==> src/rtl/pit3_timer.sv <==
module pit3_timer (
  input  logic       clk,
  input  logic       rst_n,
  input  logic       tick,
  input  logic [1:0] bus_sel,
  input  logic       bus_wr,
  input  logic       bus_rd,
  input  logic [7:0] bus_wdata,
  output logic [7:0] bus_rdata,
  output logic [2:0] tc_out
);

  logic [2:0]  wr_hi_v, held_v;
  logic [5:0]  mode_v;
  logic [47:0] cnt_v, snap_v;
  logic [2:0][7:0] rd_byte;

  wire       ctl_wr   = bus_wr && bus_sel == 2'd3;
  wire [1:0] ctl_ch   = bus_wdata[7:6];
  wire [1:0] ctl_acc  = bus_wdata[5:4];
  wire [2:0] ctl_mode = bus_wdata[3:1];
  wire       ctl_ok   = ctl_acc == 2'd3 && !bus_wdata[0] &&
                        (ctl_mode == 3'd0 || ctl_mode == 3'd2 || ctl_mode == 3'd3);

  for (genvar i = 0; i < 3; i++) begin : g_ch
    logic [15:0] cnt_q, rld_q, snap_q;
    logic [1:0]  mode_q;
    logic        run_q, done_q, phase_q, wr_hi_q, rd_hi_q, held_q, tc;

    wire data_wr = bus_wr && bus_sel == 2'(i);
    wire data_rd = bus_rd && !bus_wr && bus_sel == 2'(i);
    wire ctl_hit = ctl_wr && ctl_ch == 2'(i);
    wire [15:0] view = held_q ? snap_q : cnt_q;

    assign rd_byte[i] = rd_hi_q ? view[15:8] : view[7:0];

    always_comb begin
      case (mode_q)
        2'd2:    tc = run_q && cnt_q != 16'd1;
        2'd3:    tc = run_q && phase_q;
        default: tc = done_q;
      endcase
    end

    assign tc_out[i]           = tc;
    assign wr_hi_v[i]          = wr_hi_q;
    assign held_v[i]           = held_q;
    assign mode_v[2*i +: 2]    = mode_q;
    assign cnt_v[16*i +: 16]   = cnt_q;
    assign snap_v[16*i +: 16]  = snap_q;

    always_ff @(posedge clk or negedge rst_n) begin
      if (!rst_n) begin
        cnt_q   <= '0;
        rld_q   <= '0;
        snap_q  <= '0;
        mode_q  <= '0;
        run_q   <= 1'b0;
        done_q  <= 1'b0;
        phase_q <= 1'b0;
        wr_hi_q <= 1'b0;
        rd_hi_q <= 1'b0;
        held_q  <= 1'b0;
      end else begin
        if (ctl_hit && ctl_acc == 2'd0) begin
          if (!held_q) begin
            held_q  <= 1'b1;
            rd_hi_q <= 1'b0;
            snap_q  <= cnt_q;
          end
        end else if (ctl_hit && ctl_ok) begin
          mode_q <= ctl_mode[1:0];
        end

        if (data_rd) begin
          if (rd_hi_q) begin
            rd_hi_q <= 1'b0;
            held_q  <= 1'b0;
          end else begin
            rd_hi_q <= 1'b1;
          end
        end

        if (data_wr) begin
          if (!wr_hi_q) begin
            cnt_q[7:0] <= bus_wdata;
            run_q      <= 1'b0;
            done_q     <= 1'b0;
            wr_hi_q    <= 1'b1;
          end else begin
            cnt_q[15:8] <= bus_wdata;
            rld_q       <= {bus_wdata, cnt_q[7:0]};
            run_q       <= {bus_wdata, cnt_q[7:0]} != 16'd0;
            phase_q     <= 1'b1;
            wr_hi_q     <= 1'b0;
          end
        end else if (tick && run_q) begin
          case (mode_q)
            2'd2: cnt_q <= (cnt_q == 16'd1) ? rld_q : cnt_q - 16'd1;
            2'd3: begin
              if (cnt_q <= 16'd2) begin
                cnt_q   <= rld_q;
                phase_q <= ~phase_q;
              end else begin
                cnt_q <= cnt_q - 16'd2;
              end
            end
            default: begin
              if (cnt_q == 16'd1) begin
                cnt_q  <= '0;
                done_q <= 1'b1;
                run_q  <= 1'b0;
              end else begin
                cnt_q <= cnt_q - 16'd1;
              end
            end
          endcase
        end
      end
    end
  end

  always_comb begin
    if (!bus_rd) bus_rdata = 8'h00;
    else begin
      case (bus_sel)
        2'd0:    bus_rdata = rd_byte[0];
        2'd1:    bus_rdata = rd_byte[1];
        2'd2:    bus_rdata = rd_byte[2];
        default: bus_rdata = 8'hFF;
      endcase
    end
  end

endmodule

==> config.mk <==
export PLATFORM = sky130hd
export DESIGN_NAME = pit3_timer
export DESIGN_NICKNAME = d
export VERILOG_FILES = /design/src/rtl/pit3_timer.sv
export SDC_FILE = /design/constraint.sdc
export NUM_CORES = 1
export LEC_CHECK = 0
export BUFFER_PORTS_ARGS = -buffer_cell sky130_fd_sc_hd__buf_4
export CAP_MARGIN = 30
export CORE_MARGIN = 10
export CORE_UTILIZATION = 31
export CTS_CLUSTER_SIZE = 28
export DETAILED_ROUTE_END_ITERATION = 7
export SYNTH_ARGS = -nofsm -noshare
export SYNTH_HDL_FRONTEND = slang
export SYNTH_SLANG_ARGS = --single-unit
==> constraint.sdc <==
create_clock -name clk -period 3.3 [get_ports clk]
set_input_delay 0.495 -clock clk [delete_from_list [all_inputs] [get_ports clk]]
set_output_delay 0.495 -clock clk [all_outputs]
set_load 0.005 [all_outputs]
# Yosys cells after proc, flatten, opt, wreduce, memory -nomap -nowiden
# Index checks and enable logic that the tools add are counted.
# classes
add_sub_neg	6
n_lt_le_gt_ge	3
eq_ne	32
muxes	104
n_bitwise	6
n_reduce_logical	81
# ops
op	n
16-bit two-way mux	18
16-bit case mux with 2 select lines	3
8-bit two-way mux	10
1-bit two-way mux	69
16-bit by 1-bit equality test with 1-bit output, second input constant	3
16-bit by 2-bit <= comparator with 1-bit output, second input constant	3
16-bit by 1-bit != test with 1-bit output, second input constant	3
16-bit nonzero test	3
16-bit by 1-bit subtractor with 16-bit output, second input constant	3
16-bit by 2-bit subtractor with 16-bit output, second input constant	3
2-bit AND reduction	15
2-bit nonzero test	15
1-bit logical AND	28
8-bit case mux with 3 select lines	1
4-bit AND reduction	6
2-bit equality test, second input constant	10
2-bit by 1-bit != test with 1-bit output, second input constant	6
2-bit != test, second input constant	6
3-bit AND reduction	3
3-bit by 2-bit equality test with 1-bit output, second input constant	2
2-bit logical NOT	3
1-bit inverter	6
1-bit case mux with 2 select lines	3
2-bit OR reduction	3
4 further kinds	7
# totals
reg_bits	168
input_bits	15
output_inout_bits	11
wordCells	265

# Logic depth before layout (Yosys ltp)
# Gate-level depths: netlist (run 1).
# depth
word_depth	7
depth_mapped	11
mapped_depth_nobuf	8

# Worst setup path after synthesis (run 1)
# OpenSTA, ideal clock, no wires.
# synth_timing
path_type	register -> output
startpoint	reg g_ch[0].cnt_q[1]
endpoint	out tc_out[0]
arrival_ns	1.971
required_ns	2.805
setup_slack_ns	0.834
stages_incl_launch_ff	12
path_buffers	4
cell_sequence	dfrtp_1 > clkbuf_1 > inv_1 > ha_1 > nor3b_1 > and4_1 > buf_2 > buf_4 > o21ai_0 > nand3_1 > o21ai_0 > buf_4
# synth_via
elab_chain_cells	3
# synth_lines
item	line_no	source
from (decl)	26	logic [15:0] cnt_q, rld_q, snap_q;
from (signal assigned)	86	cnt_q[7:0] <= bus_wdata;
from (signal assigned)	99	2'd2: cnt_q <= (cnt_q == 16'd1) ? rld_q : cnt_q - 16'd1;
from (signal assigned)	102	cnt_q <= rld_q;
16-bit by 1-bit != test with 1-bit output	39	2'd2: tc = run_q && cnt_q != 16'd1;
1-bit logical AND	39	
1-bit case mux with 2 select lines	38	case (mode_q)
to (decl)	10	output logic [2:0] tc_out
# No other way between the ends.

# Worst setup path after layout (run 1)
# layout_timing
startpoint	reg g_ch[2].rd_hi_q
endpoint	out bus_rdata[2]
# layout_via
elab_chain_cells	3
# layout_lines
item	line_no	source
from (decl)	28	logic run_q, done_q, phase_q, wr_hi_q, rd_hi_q, held_q, tc;
from (signal assigned)	62	rd_hi_q <= 1'b0;
from (signal assigned)	68	rd_hi_q <= 1'b0;
from (signal assigned)	77	rd_hi_q <= 1'b0;
8-bit two-way mux	35	assign rd_byte[i] = rd_hi_q ? view[15:8] : view[7:0];
8-bit case mux with 3 select lines	126	case (bus_sel)
8-bit two-way mux	124	if (!bus_rd) bus_rdata = 8'h00;
to (decl)	9	output logic [7:0] bus_rdata,
# No other way between the ends.

==> results.yml, run 1 <==
status:
  status: "completed"
logic_synthesis:
  postSynthAreaPerCell_sq_um: 9.34
  synth_top_area_share_pct: 36.7
  syn_area_sq_um: 11400
  synth_area_leader_cell: "dfrtp_1"
  syn_inst: 1226
  yosys_register_bits: 168
  seq_area_frac_synth_pct: 36.7
  ys_async_sr_fraction_pct: 100
  ys_top_cells_by_count: "168 x dfrtp_1, 116 x nand2_1, 86 x mux2_2"
  yosys_most_used_dff: "dfrtp_1"
  yosysMostFrequentCell: "dfrtp_1"
  yosys_warnings: 0
  synth.area.top_cells: "dfrtp_1 37%, mux2_2 8.5%, mux4_2 4.7%, nand2_1 3.8%, o21ai_0 3.6%"
  syn_nets: 1259
  synth_edf_count: 0
  synth_cell_types: 76
die:
  num_rows: 70
  dieWidth_microns: 212
  die_h_microns: 212
  initial_core_util_pct: 31.3
  core_sq_um: 36500
  design.die.area_sq_um: 45000
  pin_count: 26
layout:
  nNetsFinal: 1240
  drive_gt1_share_pct: 19.8
  multiInputGateArea_sq_um: 6620
  area_growth_pct: 11.1
  seq_area_sq_um: 4200
  nFillCells: 3646
power_and_ir_drop:
  pwr-share-comb_pct: 36.9
  power_frac_clock_pct: 22.5
  p_per_area_nw_per_um2: 776
  swShare_pct: 39.4
  leakage_nw: 4.91
  ir_worst_vdd_mv: 0.386
  p_int_w: 0.00597
  switchingPower_w: 0.00389
  seq_power_share_pct: 40.5
clocking:
  cts-root-buf: "clkbuf_16"
  clock_sinks: 168
  cts.clk_slew.worst_paths_ps: 70
  cts_tree: "done"
  post_cts_resized: 0
  htree_levels: 4
  numCtsBuffers: 17
  insertion_delay_ps: 450
  cts_buffer_depth: 2
  post_cts_buffers: 0
  hold_buffers: 0
sta:
  fmax_mhz: 321
  fin_ws_ps: 188
  hold_viol: 0
  slew_headroom_pct: 42.9
  skew_ps: 14.0
  finalCritPeriodShare_pct: 94.3
  worstMarginPinSlew_ps: 857
  finalSetupTns_ps: 0
  hold_ws_ps: 69.4
  finalSetupViolCount: 0
  slew_violations: 0
  rsz0062_at_grt: "false"
  min_period_ps: 3110
setup_path:
  r2r_end: "g_ch[1].cnt_q[11]"
  reg2reg_from: "g_ch[1].cnt_q[7]"
  crit_arrival_ps: 2620
  reg2reg_depth: 6
  endpoint_kind: "output pin"
  worst-setup-path-type: "register to output pin"
  slowest_delay_ps: 680
  worstPathMaxFanout: 11
  crit_start: "g_ch[2].rd_hi_q"
  path_cells: "mux4_2 -> o21ai_0 -> o21ai_0 -> and2_1 -> buf_4"
  critPathRequiredTime_ps: 2800
  crit_slowest_cell: "dfrtp_1"
  cpMostUsedCell: "o21ai_0"
  worstSetupStartpointType: "register"
  reg2reg_slack_ps: 580
global_route:
  grt_remaining_overflow: 0
  grt_max_degree: 81
  antenna_found_initial: 0
  grt_pass1_vias: 9480
  grt_use_total_pct: 16.4
  grt_pass1_wl_mm: 57.5
detailed_routing:
  wl_per_cell_microns: 21.8
  drt_iter0_drc: 1040
  vias: 9760
  drt_pre_antenna_iters: 7
  drt_wl_total_mm: 36.7
  top_layer_used: "met4"
  postRouteAntennaNets: 0
  wl_met1_mm: 16.4
  routed-wl-met3_mm: 2.34
  via_per_inst: 5.79
  met2WireLength_mm: 16.8
  drc_errors: 0
min_path:
  hold_class: "input pin to asynchronous set/reset pin"
flow_run:
  cap_violations: 0
placement:
  port_buffers: 25
  hpwlAfterDp_mm: 25.4
  pre_cts_ws_ps: 673
  gp_congestion: 0.957
critical path: cells and delay by family (launching register included):
kind / cells / cell delay [ps]
compound gates: 2 / 560
buf+inv: 1 / 130
flops: 1 / 680
mux: 1 / 570
simple gates: 1 / 230
power groups by stage:
stage,Combinational [W],Sequential (W),Clock [W]
after floorplan,0.00317,0.00324,0
after global placement,0.00356,0.00398,0
after detailed placement,0.00361,0.00400,0
after CTS,0.00362,0.00397,0.00225
after global routing,0.00401,0.00412,0.00232
final,0.00364,0.00400,0.00222
flip-flops by register name, indices dropped and copies added, names as in the netlist:
register	cells
g_ch.wr_hi_q	3
g_ch.mode_q	6
g_ch.held_q	3
g_ch.phase_q	3
g_ch.done_q	3
g_ch.run_q	3
g_ch.rd_hi_q	3
g_ch.snap_q	48
g_ch.cnt_q	48
g_ch.rld_q	48
worst max path at each step:
stage | to | slack [ps] | cells past startpoint
2_1_floorplan | tc_out[0] | 830 | 11
3_3_place_gp | tc_out[1] | 660 | 8
3_5_place_dp | g_ch[1].cnt_q[11] | 670 | 6
4_1_cts | bus_rdata[2] | 190 | 5
5_1_grt | tc_out[0] | 60 | 8
6_report | bus_rdata[2] | 190 | 5
logic make-up (layout without fill, tap and decap cells):
logic type | count (synthesis) | count (layout) | share of synthesized area, %
flip-flops | 168 | 168 | 36.7
multiplexers | 130 | 130 | 15.0
XOR/XNOR | 74 | 74 | 5.66
AND/OR/NAND/NOR | 410 | 410 | 19.0
buffers and inverters | 133 | 125 | 5.46
adder cells (fa/ha/maj) | 18 | 18 | 1.97
AO/OA/AOI/OAI | 293 | 293 | 16.2
other | 0 | 1 | 0
stage by stage:
step,cells,util [%],area [sq um],power (W)
finish,1687,34.8,12700,0.00987
global route,1686,34.8,12700,0.0105
CTS,1686,34.8,12700,0.00984
detailed placement,1656,33.1,12100,0.00760
global placement,1656,33.1,12100,0.00753
floorplan,1226,-,11400,0.00641
layout by cell type (no fill, tap or decap), types with 22 or more instances in the layout:
master	count
dfrtp_1	168
nand2_1	116
mux2_2	86
o21ai_0	82
nor2_1	82
buf_4	78
a21oi_1	50
nand3_1	48
xor2_1	39
xnor2_1	35
nor3_1	30
a31oi_1	29
o211ai_1	25
mux4_2	24
o21ai_1	23
or3_1	22
routing by layer:
layer | vias up | global-route usage (%)
met1 | 4885 | 22.5
met4 | 0 | 7.12
li1 | 4429 | -
met5 | - | 0
met3 | 60 | 2.06
met2 | 386 | 25.3
cell type report:
type	count	area share [%]
well taps	468	4.61
clock buffers	18	3.38
diodes	1	0.0197
clock inverters	12	1.57
multi-input cells	925	52.1
flip-flops and latches	168	33.1
repair buffers	80	4.85
inverters	15	0.443
No activity file was read; power rests on OpenSTA's default activity.
==> inputs of run 2 (changes only) <==
Settings changed: ABC_AREA from default to 1.
==> results.yml, run 2 <==
status:
  status: "completed"
setup_path:
  endpoint_kind: "output pin"
  critPathRequiredTime_ps: 2800
  worst-setup-path-type: "register to output pin"
  crit_arrival_ps: 2560
  worstPathMaxFanout: 34
  worstSetupStartpointType: "register"
die:
  dieWidth_microns: 214
  initial_core_util_pct: 31.2
  design.die.area_sq_um: 45800
  die_h_microns: 214
  core_sq_um: 37400
  pin_count: 26
  num_rows: 71
placement:
  numPlacedInstances: 2243
  port_buffers: 25
  dpl_cell_area_sq_um: 12300
  hpwlAfterDp_mm: 28.7
  gp_congestion: 0.957
power_and_ir_drop:
  p_per_area_nw_per_um2: 727
  leakage_nw: 6.15
  design_power_total_w: 0.00939
  ir_worst_vdd_mv: 0.409
global_route:
  antenna_found_initial: 2
  grt_remaining_overflow: 0
  grt_pass1_wl_mm: 62.6
  grt_use_total_pct: 17.0
  grt_max_degree: 62
  grt_pass1_vias: 10900
logic_synthesis:
  syn_nets: 1780
  syn_area_sq_um: 11700
  seq_area_frac_synth_pct: 36.0
  synth_edf_count: 0
  syn_inst: 1747
  synth_area_leader_cell: "dfrtp_1"
  postSynthAreaPerCell_sq_um: 6.68
  ys_async_sr_fraction_pct: 100
  synth_cell_types: 44
  yosys_most_used_dff: "dfrtp_1"
  yosys_warnings: 0
  synth.area.top_cells: "dfrtp_1 36%, nand2_1 18%, o21ai_0 7.5%, nor2_1 6.6%, nand3_1 5.8%"
  yosysMostFrequentCell: "nand2_1"
  synth_top_area_share_pct: 36.0
  ys_top_cells_by_count: "568 x nand2_1, 204 x nor2_1, 175 x o21ai_0"
  yosys_register_bits: 168
layout:
  nFillCells: 4085
  final_cells: 2276
  top_regs: "g_ch.cnt_q: 48 flops, g_ch.rld_q: 48 flops, g_ch.snap_q: 48 flops"
  drive_gt1_share_pct: 8.79
  layout_commonest_cell: "nand2_1"
  area_growth_pct: 10.6
  nNetsFinal: 1784
  final_cell_area_sq_um: 12900
  final_core_util_pct: 34.5
  final_cell_mix: "568 x nand2_1, 204 x nor2_1, 175 x o21ai_0"
clocking:
  clock_sinks: 168
  cts_tree: "done"
  hold_buffers: 0
  insertion_delay_ps: 460
  cts.clk_slew.worst_paths_ps: 80
  cts_buffer_depth: 2
  numCtsBuffers: 17
  post_cts_resized: 0
  post_cts_buffers: 0
  htree_levels: 4
  cts-root-buf: "clkbuf_16"
min_path:
  hold_class: "input pin to asynchronous set/reset pin"
flow_run:
  cap_violations: 0
detailed_routing:
  vias: 11900
  postRouteAntennaNets: 0
  drt_pre_antenna_iters: 5
  wl_per_cell_microns: 17.5
  drc_errors: 0
  drt_iter0_drc: 1087
  drt_wl_total_mm: 39.8
  via_per_inst: 5.21
sta:
  rsz0062_at_grt: "false"
  finalSetupViolCount: 0
  finalSetupTns_ps: 0
  hold_viol: 0
  worstMarginPinSlew_ps: 895
  slew_headroom_pct: 40.3
  min_period_ps: 3050
  finalCritPeriodShare_pct: 92.4
  slew_violations: 0
  skew_ps: 19.1
  fmax_mhz: 328
[run 2: kinds of logic (layout without fill, tap and decap cells)]
group                      Yosys count  count (layout)  share of synthesized area (%)
and+or+nand+nor                   1011            1011                           36.9
AOI/OAI and AO/OA                  327             327                           15.7
buffers and inverters              197             214                           7.51
DFF                                168             168                           36.0
xor gates and xnor gates            26              26                           1.95
adders and majority gates           18              18                           1.93
other                                0               1                              0
[run 2: worst paths after layout]
kind	start	end	slack, ps	cells after the start
min in group clk	bus_wdata[1]	g_ch[0].rld_q[9]	390	3
min	rst_n	g_ch[2].held_q	30	1
max reg2reg	g_ch[0].cnt_q[0]	g_ch[0].cnt_q[1]	650	12
max	g_ch[0].held_q	bus_rdata[5]	250	5
max in group asynchronous	rst_n	g_ch[1].rld_q[3]	2440	2
min reg2reg	g_ch[0].snap_q[7]	g_ch[0].snap_q[7]	480	2
[run 2: layout make-up]
| type | instances | area (sq um) | share of cell area [%] |
|---|---|---|---|
| flip-flops and latches | 168 | 4200 | 32.5 |
| clock inverters | 13 | 158 | 1.22 |
| well taps | 511 | 639 | 4.95 |
| diodes | 1 | 2.50 | 0.0194 |
| clock buffers | 19 | 453 | 3.51 |
| multi-input cells | 1382 | 6590 | 51.0 |
| repair buffers | 44 | 347 | 2.68 |
| inverters | 138 | 520 | 4.03 |
[run 2: power breakdown]
part           leakage (nW)  internal [W]  switching, W
Clock                 0.291       0.00118      0.000971
Combinational          3.80       0.00123       0.00230
Sequential             2.06       0.00281      0.000897
Total                  6.15       0.00522       0.00417
[run 2: through the flow]
stage	setup slack (ps)	hold WS (ps)
3_3_place_gp	726	454
2_1_floorplan	1200	199
3_5_place_dp	709	458
4_1_cts	284	67.0
5_1_grt	45.1	81.9
6_report	250	33.3
[run 2: per-layer routing]
metal	global-route usage, %	wire length (microns)
met5	0	13
met1	23.6	18200
met4	6.74	1180
met2	25.6	17500
met3	3.05	2950
[run 2: critical path: stages (launching register included)]
cell and delay [ps]:
dfrtp_1 920, o21ai_0 310, o21ai_0 220, o21bai_1 210, a41oi_1 230, buf_4 190
